`src/rtl/fe_pkg.sv`:
```
package fe_pkg;
  localparam int DATA_W   = 32;
  localparam int BUSY_BIT = 0;
  localparam int IEN_BIT  = 7;

  // strobes from control to datapath
  typedef struct packed {
    logic load;   // seed accumulator and counter with a new operand
    logic step;   // one multiply-and-decrement iteration
  } fe_strb_t;
endpackage

```
`src/rtl/fe_datapath.sv`:
```
module fe_datapath
  import fe_pkg::*;
#(
  parameter int W = DATA_W
) (
  input  logic         clk,
  input  logic         rstN,
  input  fe_strb_t     strb,
  input  logic [W-1:0] opIn,
  output logic [W-1:0] acc,
  output logic         lastN
);
  logic [W-1:0] cnt;
  logic [W-1:0] prod;

  always_comb prod = acc * cnt;

  // counter at 0 or 1 means nothing left to multiply
  always_comb lastN = (cnt[W-1:1] == '0);

  always_ff @(posedge clk) begin
    if (!rstN) begin
      acc <= W'(1);
      cnt <= '0;
    end else if (strb.load) begin
      acc <= W'(1);
      cnt <= opIn;
    end else if (strb.step) begin
      acc <= prod;
      cnt <= cnt - W'(1);
    end
  end

  // the result is frozen whenever no strobe is issued
  a_r4_result_hold: assert property (@(posedge clk) disable iff (!rstN)
    (!strb.load && !strb.step) |=> $stable(acc));

  // control never steps once the counter has run out
  a_r2_no_step_past_end: assert property (@(posedge clk) disable iff (!rstN)
    strb.step |-> !lastN);
endmodule

```
`src/rtl/fe_ctrl.sv`:
```
module fe_ctrl
  import fe_pkg::*;
(
  input  logic     clk,
  input  logic     rstN,
  input  logic     opWrEn,
  input  logic     statWrEn,
  input  logic     statWrIen,
  input  logic     lastN,
  output fe_strb_t strb,
  output logic     busy,
  output logic     ien,
  output logic     doneIrq
);
  logic finish;

  always_comb begin
    strb.load = opWrEn && !busy;   // operand dropped while busy
    strb.step = busy && !lastN;
    finish    = busy && lastN;
  end

  always_ff @(posedge clk) begin
    if (!rstN) begin
      busy    <= 1'b0;
      ien     <= 1'b0;
      doneIrq <= 1'b0;
    end else begin
      if (strb.load)   busy <= 1'b1;
      else if (finish) busy <= 1'b0;
      if (statWrEn)    ien  <= statWrIen;
      doneIrq <= finish && ien;
    end
  end

  // no new load can be issued during a run
  a_r3_no_reload_busy: assert property (@(posedge clk) disable iff (!rstN)
    busy |-> !strb.load);

  // an accepted operand write raises busy next cycle
  a_r2_busy_rises: assert property (@(posedge clk) disable iff (!rstN)
    (opWrEn && !busy) |=> busy);

  // the request appears only on the edge where busy fell
  a_r7_irq_at_fall: assert property (@(posedge clk) disable iff (!rstN)
    doneIrq |-> (!busy && $past(busy)));

  // the request lasts a single cycle
  a_r7_irq_single: assert property (@(posedge clk) disable iff (!rstN)
    doneIrq |=> !doneIrq);

  // a status write by itself never moves busy
  a_r6_stat_keeps_busy: assert property (@(posedge clk) disable iff (!rstN)
    (statWrEn && !opWrEn && busy && !lastN) |=> busy);
endmodule

```
`src/rtl/factorial_engine.sv`:
```
module factorial_engine
  import fe_pkg::*;
(
  input  logic        clk,
  input  logic        rstN,
  input  logic        opWrEn,
  input  logic [31:0] opWrData,
  input  logic        statWrEn,
  input  logic [31:0] statWrData,
  output logic [31:0] statRd,
  output logic [31:0] result,
  output logic        doneIrq
);
  fe_strb_t strb;
  logic     lastN;
  logic     busy;
  logic     ien;

  fe_ctrl u_ctrl (
    .clk       (clk),
    .rstN      (rstN),
    .opWrEn    (opWrEn),
    .statWrEn  (statWrEn),
    .statWrIen (statWrData[IEN_BIT]),
    .lastN     (lastN),
    .strb      (strb),
    .busy      (busy),
    .ien       (ien),
    .doneIrq   (doneIrq)
  );

  fe_datapath #(.W(DATA_W)) u_dp (
    .clk   (clk),
    .rstN  (rstN),
    .strb  (strb),
    .opIn  (opWrData),
    .acc   (result),
    .lastN (lastN)
  );

  always_comb begin
    statRd           = '0;
    statRd[BUSY_BIT] = busy;
    statRd[IEN_BIT]  = ien;
  end

  // unused status bits read zero
  a_r5_unused_zero: assert property (@(posedge clk) disable iff (!rstN)
    (statRd & 32'hFFFF_FF7E) == 32'h0);
endmodule

```
`config.mk`:
```
export PLATFORM = sky130hd
export DESIGN_NAME = factorial_engine
export DESIGN_NICKNAME = d
export VERILOG_FILES = /design/src/rtl/fe_pkg.sv /design/src/rtl/fe_datapath.sv /design/src/rtl/fe_ctrl.sv /design/src/rtl/factorial_engine.sv
export SDC_FILE = /design/constraint.sdc
export NUM_CORES = 1
export LEC_CHECK = 0
export BUFFER_PORTS_ARGS = -buffer_cell sky130_fd_sc_hd__buf_4
export CAP_MARGIN = 25
export CORE_ASPECT_RATIO = 1.75
export CORE_MARGIN = 2
export CORE_UTILIZATION = 46
export CTS_BUF_LIST = sky130_fd_sc_hd__clkbuf_16
export DETAILED_ROUTE_END_ITERATION = 7
export GPL_TIMING_DRIVEN = 0
export PLACE_DENSITY_LB_ADDON = 0.12
export SETUP_SLACK_MARGIN = 0.02
export SLEW_MARGIN = 5
export SYNTH_ARGS = -nofsm -noshare
export SYNTH_HDL_FRONTEND = slang
export SYNTH_SLANG_ARGS = --single-unit
```
`constraint.sdc`:
```
create_clock -name clk -period 9.25 [get_ports clk]
set_input_delay 0.925 -clock clk [delete_from_list [all_inputs] [get_ports clk]]
set_output_delay 0.925 -clock clk [all_outputs]
set_load 0.1 [all_outputs]
```
Word level (Yosys, flattened, before mapping)
Index checks and enable logic that the tools add are counted.
Widths: inputs -> output; s select.
{ "totals": {"regBits": 67, "output_inout_bits": 65, "elab_cells": 22} }
{ "classes": {"addsub": 1, "multipliers": 1, "mux": 4, "n_bitwise": 1, "n_reduce_logical": 10} }
{ "op_table": {"columns": ["cell", "n"], "rows": [
  ["$mux 32", 2],
  ["$mul 32x32->32", 1],
  ["$sub 32x1->32 const B", 1],
  ["$logic_not 31->1", 1],
  ["$logic_and 1x1->1", 4],
  ["$reduce_bool 2->1", 2],
  ["$logic_not 1->1", 2],
  ["$mux 1", 2],
  ["$reduce_or 2->1", 1],
  ["$not 1->1", 1]
]} }

Longest topological paths before layout
{ "logic_depth": {"depth_word": 5, "ltp_mapped": 27, "depth_no_buf": 24} }

By module
A second synthesis with hierarchy kept.
{ "unflattened": {"hier_cells": 2158, "area_unflattened_um2": 18931.9} }
{ "modules_own_cells": {"columns": ["module", "instances", "cells_each", "area_per_inst_um2", "seq_area_each_um2"], "rows": [
  ["fe_datapath", 1, 2116, 18571.6, 1281.2],
  ["factorial_engine", 1, 33, 244.0, 0.0],
  ["fe_ctrl", 1, 9, 116.4, 60.1]
]} }

Least setup slack after synthesis
Ideal clock, no wire load.
{ "synth_timing": {"path_kind": "register -> register", "startpoint": "register u_dp.acc[14]", "endpoint": "register u_dp.acc[31]", "arrival_ns": 7.424, "required_time_ns": 9.164, "setup_slack_ns": 1.741, "path_stages_with_launch": 27, "n_path_buf": 3, "synth_period_minus_slack_ns": 7.509, "cell_sequence": "dfxtp_1 -> clkbuf_1 -> clkbuf_1 -> nand2_1 -> fa_1 -> fa_1 -> inv_1 -> fa_1 -> inv_1 -> fa_1 -> inv_1 -> fa_1 -> fa_1 -> inv_1 -> fa_1 -> fa_1 -> inv_1 -> ha_1 -> clkbuf_1 -> o21ai_0 -> a21oi_1 -> a221o_1 -> nor4_1 -> a221oi_1 -> a211oi_1 -> xnor2_1 -> a211oi_1"} }
{ "synth_via": {"elab_chain_len": 1} }
{ "synth_lines": {"columns": ["item", "line", "text"], "rows": [
  ["start: declaration", "fe_datapath.sv:10", "output logic [W-1:0] acc,"],
  ["start signal: assignment", "fe_datapath.sv:29", "acc <= prod;"],
  ["$mul 32x32->32", "fe_datapath.sv:16", "always_comb prod = acc * cnt;"]
]} }
Every way passes these cells.
A chain may end at the register's enable or synchronous reset.

Worst setup path in the final report
{ "layout_timing": {"startpoint": "register u_dp.acc[5]", "endpoint": "register u_dp.acc[29]"} }
Same word-level chain as after synthesis.

==> flow_summary.ini <==
[routing]
wl_per_cell_um = 24.8
vias_per_cell = 5.41
ant_nets = 0
drtPass1Iterations = 6
drc = 0
finalWirelength_mm = 70.4
num_vias = 15379
drtIter0Drc = 937

[power_and_ir_drop]
vdd_ir_drop_max_mv = 0.153
p_leak_nw = 9.78
power_density_nw_per_um2 = 90.0

[setup_path]
critPathLaunchType = flop
crit_path_max_incr_delay_ps = 890
cp.arrival_ps = 9200
r2r_setup_slack_ps = 320
slowest_stage = clkbuf_1
cpMostUsedCell = fa_1
cp_top_family = adder cells
path_max_fanout = 10
crit_chain = clkbuf_1 > clkbuf_1 > and2_1 > fa_1 > inv_1 > fa_1 > fa_1 > inv_1 > fa_1 > ha_1 > ha_1 > inv_1 > fa_1 > fa_1 > inv_1 > ha_1 > clkbuf_1 > nand3_1 > o31ai_1 > o221ai_1 > a221oi_1 > a21oi_1 > or3_1 > a31oi_1
critPathKind = flop to flop
endpoint_kind = flop
crit_buf_inv = 7
required_ps = 9520

[logic_synthesis]
synth_xor_xnor_area_share = 0.0441
synth_ff_type = dfxtp_1
synthAdderAreaFrac = 0.513
synthArstFlopShare = 0
postSynthCellCount = 2166
synth-simple-area-share = 0.192
ys_warn_count = 0
yosysTopAreaCellShare = 0.431
synthMuxAreaShare = 0.00106
avgSynthCellArea_um2 = 8.76
synth-compound-area-share = 0.0581
ys_ff_latch = 67
synthesis.area_um2 = 19000
synth_edf_count = 0
synth_top_area_cell = fa_1
synth.distinct_cells = 67
synth_top_family_by_area = adder cells
yosysSeqAreaShare = 0.0707
synth_area_leaders = fa_1, and2_1, ha_1

[placed_design]
port_buffers = 71
dp_hpwl_mm = 58.4
place.gp.congestion = 0.991

[clock_network]
root_buffer = clkbuf_16
post_cts_buffers = 0
cts.htree.levels = 3
clock_latency_ps = 350
cts_buffer_depth = 2
cts-buffers-inserted = 9
cts_tree = done
clk_pin_slew_worst_paths_ps = 60
cts_sinks = 67

[sta]
rsz0062_at_grt = false
period_share = 0.966
slew_violations = 0
hold_violations = 0
fmax_ghz = 0.112
clock_skew_ps = 9.54
relSlewSlack = 0.249
tightestPinTransition_ps = 1130
period_needed_ps = 8930
setup_violations = 0
setup_tns_ps = 0

[grt]
grt_overflow = 0
grt_pass1_wl_mm = 105
grt_pass1_vias = 16947
grt_max_degree = 13
antenna_found_initial = 3
grt_usage = 0.344

[job]
maxCapViolations = 0

[finish]
syn2layout_area_growth_pct = 9.64
drive_gt1_frac = 0.0659
nets = 2888
antennaDiodeCount = 0
fillers = 4014
fin_util = 0.509

[floorplan]
die_area_um2 = 42900
ios = 133
coreArea_um2 = 40800
dieHeight_um = 273
initial_core_util = 0.464
core.rowCount = 98
die_w_um = 157

[run_status]
status = complete, no violations

[hold_path]
hold_path.class = flop to flop
==> logic make-up (layout without fill, tap and decap cells) <==
group / after synthesis / in the layout
and+or+nand+nor: 729 / 729
xor gates and xnor gates: 94 / 94
other: 1 / 30
adders and majority gates: 532 / 532
buffers and inverters: 576 / 674
DFF: 67 / 67
AOI/OAI and AO/OA: 165 / 165
muxes: 2 / 2
==> report_power, final <==
part           switching (mW)  internal (mW)  leakage, nW  total (mW)
clock network           0.142          0.235        0.147       0.377
registers              0.0425          0.312        0.550       0.355
logic                   0.770          0.369         9.08        1.14
total                   0.954          0.917         9.78        1.87
==> final cells by class <==
cell class | count | area, µm² | share of cell area
clock inverters | 7 | 91.3 | 0.00439
flip-flops and latches | 67 | 1340 | 0.0645
well taps | 550 | 688 | 0.0331
plain buffers | 166 | 773 | 0.0372
multi-input cells | 1552 | 15400 | 0.742
clock buffers | 9 | 225 | 0.0108
inverters | 410 | 1540 | 0.0740
repair buffers | 82 | 707 | 0.0340
==> layout by cell type, fill, tap and decap left out, types with 4 or more instances in the layout <==
| cell type | netlist | final |
|---|---|---|
| and2_1 | 252 | 252 |
| conb_1 | 1 | 30 |
| clkbuf_16 | 0 | 9 |
| a31oi_1 | 5 | 5 |
| buf_2 | 6 | 6 |
| clkbuf_1 | 121 | 119 |
| buf_8 | 0 | 9 |
| o31ai_1 | 4 | 4 |
| xor2_1 | 19 | 19 |
| nor3_1 | 15 | 15 |
| a21o_1 | 8 | 8 |
| dfxtp_1 | 67 | 67 |
| nand2_1 | 329 | 329 |
| o21ai_0 | 31 | 31 |
| nand3_1 | 20 | 20 |
| a311oi_1 | 7 | 7 |
| a211oi_1 | 24 | 24 |
| ha_1 | 124 | 124 |
| or4_1 | 4 | 4 |
| buf_4 | 34 | 105 |
| o21a_1 | 7 | 7 |
| nand3b_1 | 5 | 5 |
| nor2_1 | 52 | 52 |
| inv_1 | 410 | 410 |
| buf_1 | 4 | 4 |
| a21oi_1 | 48 | 48 |
| fa_1 | 408 | 408 |
| nand4_1 | 7 | 7 |
| xnor2_1 | 74 | 74 |
| nor4_1 | 13 | 13 |
| or3_1 | 12 | 12 |
==> flip-flops by register name (all words and copies together), names as in the netlist <==
name,count
u_dp.cnt,32
u_ctrl.ien,1
u_dp.acc,32
u_ctrl.doneIrq,1
u_ctrl.busy,1
==> timing repair <==
action,in CTS,in global routing
setup endpoints to repair,0,1
hold buffers,0,0
gates resized for setup,0,5
==> worst min-delay path: stages (launching register included) <==
cell and delay [ps]:
dfxtp_1 320, nand2_1 80, nor4_1 50
==> metrics by stage <==
stage,instance area (µm²),cells,total power [mW],hold slack [ps],worst slack (ps)
2_1_floorplan,19100,2195,1.09,428,1740
3_3_place_gp,20300,2816,1.46,491,386
3_5_place_dp,20400,2823,1.47,491,437
4_1_cts,20700,2839,1.86,504,398
5_1_grt,20800,2843,1.97,508,48.1
6_report,20800,2843,1.87,496,318
==> synth_stat cells, types with 3 or more instances <==
cell type / count
a21oi_1: 48
buf_4: 34
or3_1: 12
dfxtp_1: 67
o21a_1: 7
xor2_1: 19
o211ai_1: 3
nand2_1: 329
nand3_1: 20
nor4_1: 13
nand4_1: 7
o31a_1: 3
and2_1: 252
nor3_1: 15
a211oi_1: 24
ha_1: 124
o31ai_1: 4
xnor2_1: 74
a221oi_1: 3
clkbuf_1: 121
or4_1: 4
fa_1: 408
o21ai_0: 31
nand3b_1: 5
a31oi_1: 5
and3_1: 3
inv_1: 410
buf_1: 4
buf_2: 6
o21bai_1: 3
a311oi_1: 7
a21o_1: 8
nor2_1: 52
==> worst paths after layout <==
kind / from / to / cells past startpoint
max: u_dp.acc[5] / u_dp.acc[29] / 24
min reg2reg: u_ctrl.ien / u_ctrl.doneIrq / 2
max reg2reg: u_dp.acc[5] / u_dp.acc[29] / 24
min: u_ctrl.ien / u_ctrl.doneIrq / 2
==> layer usage <==
| metal | track usage | part of all wire |
|---|---|---|
| met2 | 0.586 | 0.50 |
| met1 | 0.389 | 0.35 |
| met5 | 0 | 0 |
| met4 | 0.269 | 0.096 |
| met3 | 0.0398 | 0.056 |
Note: power is estimated with default switching activity, not from simulation.
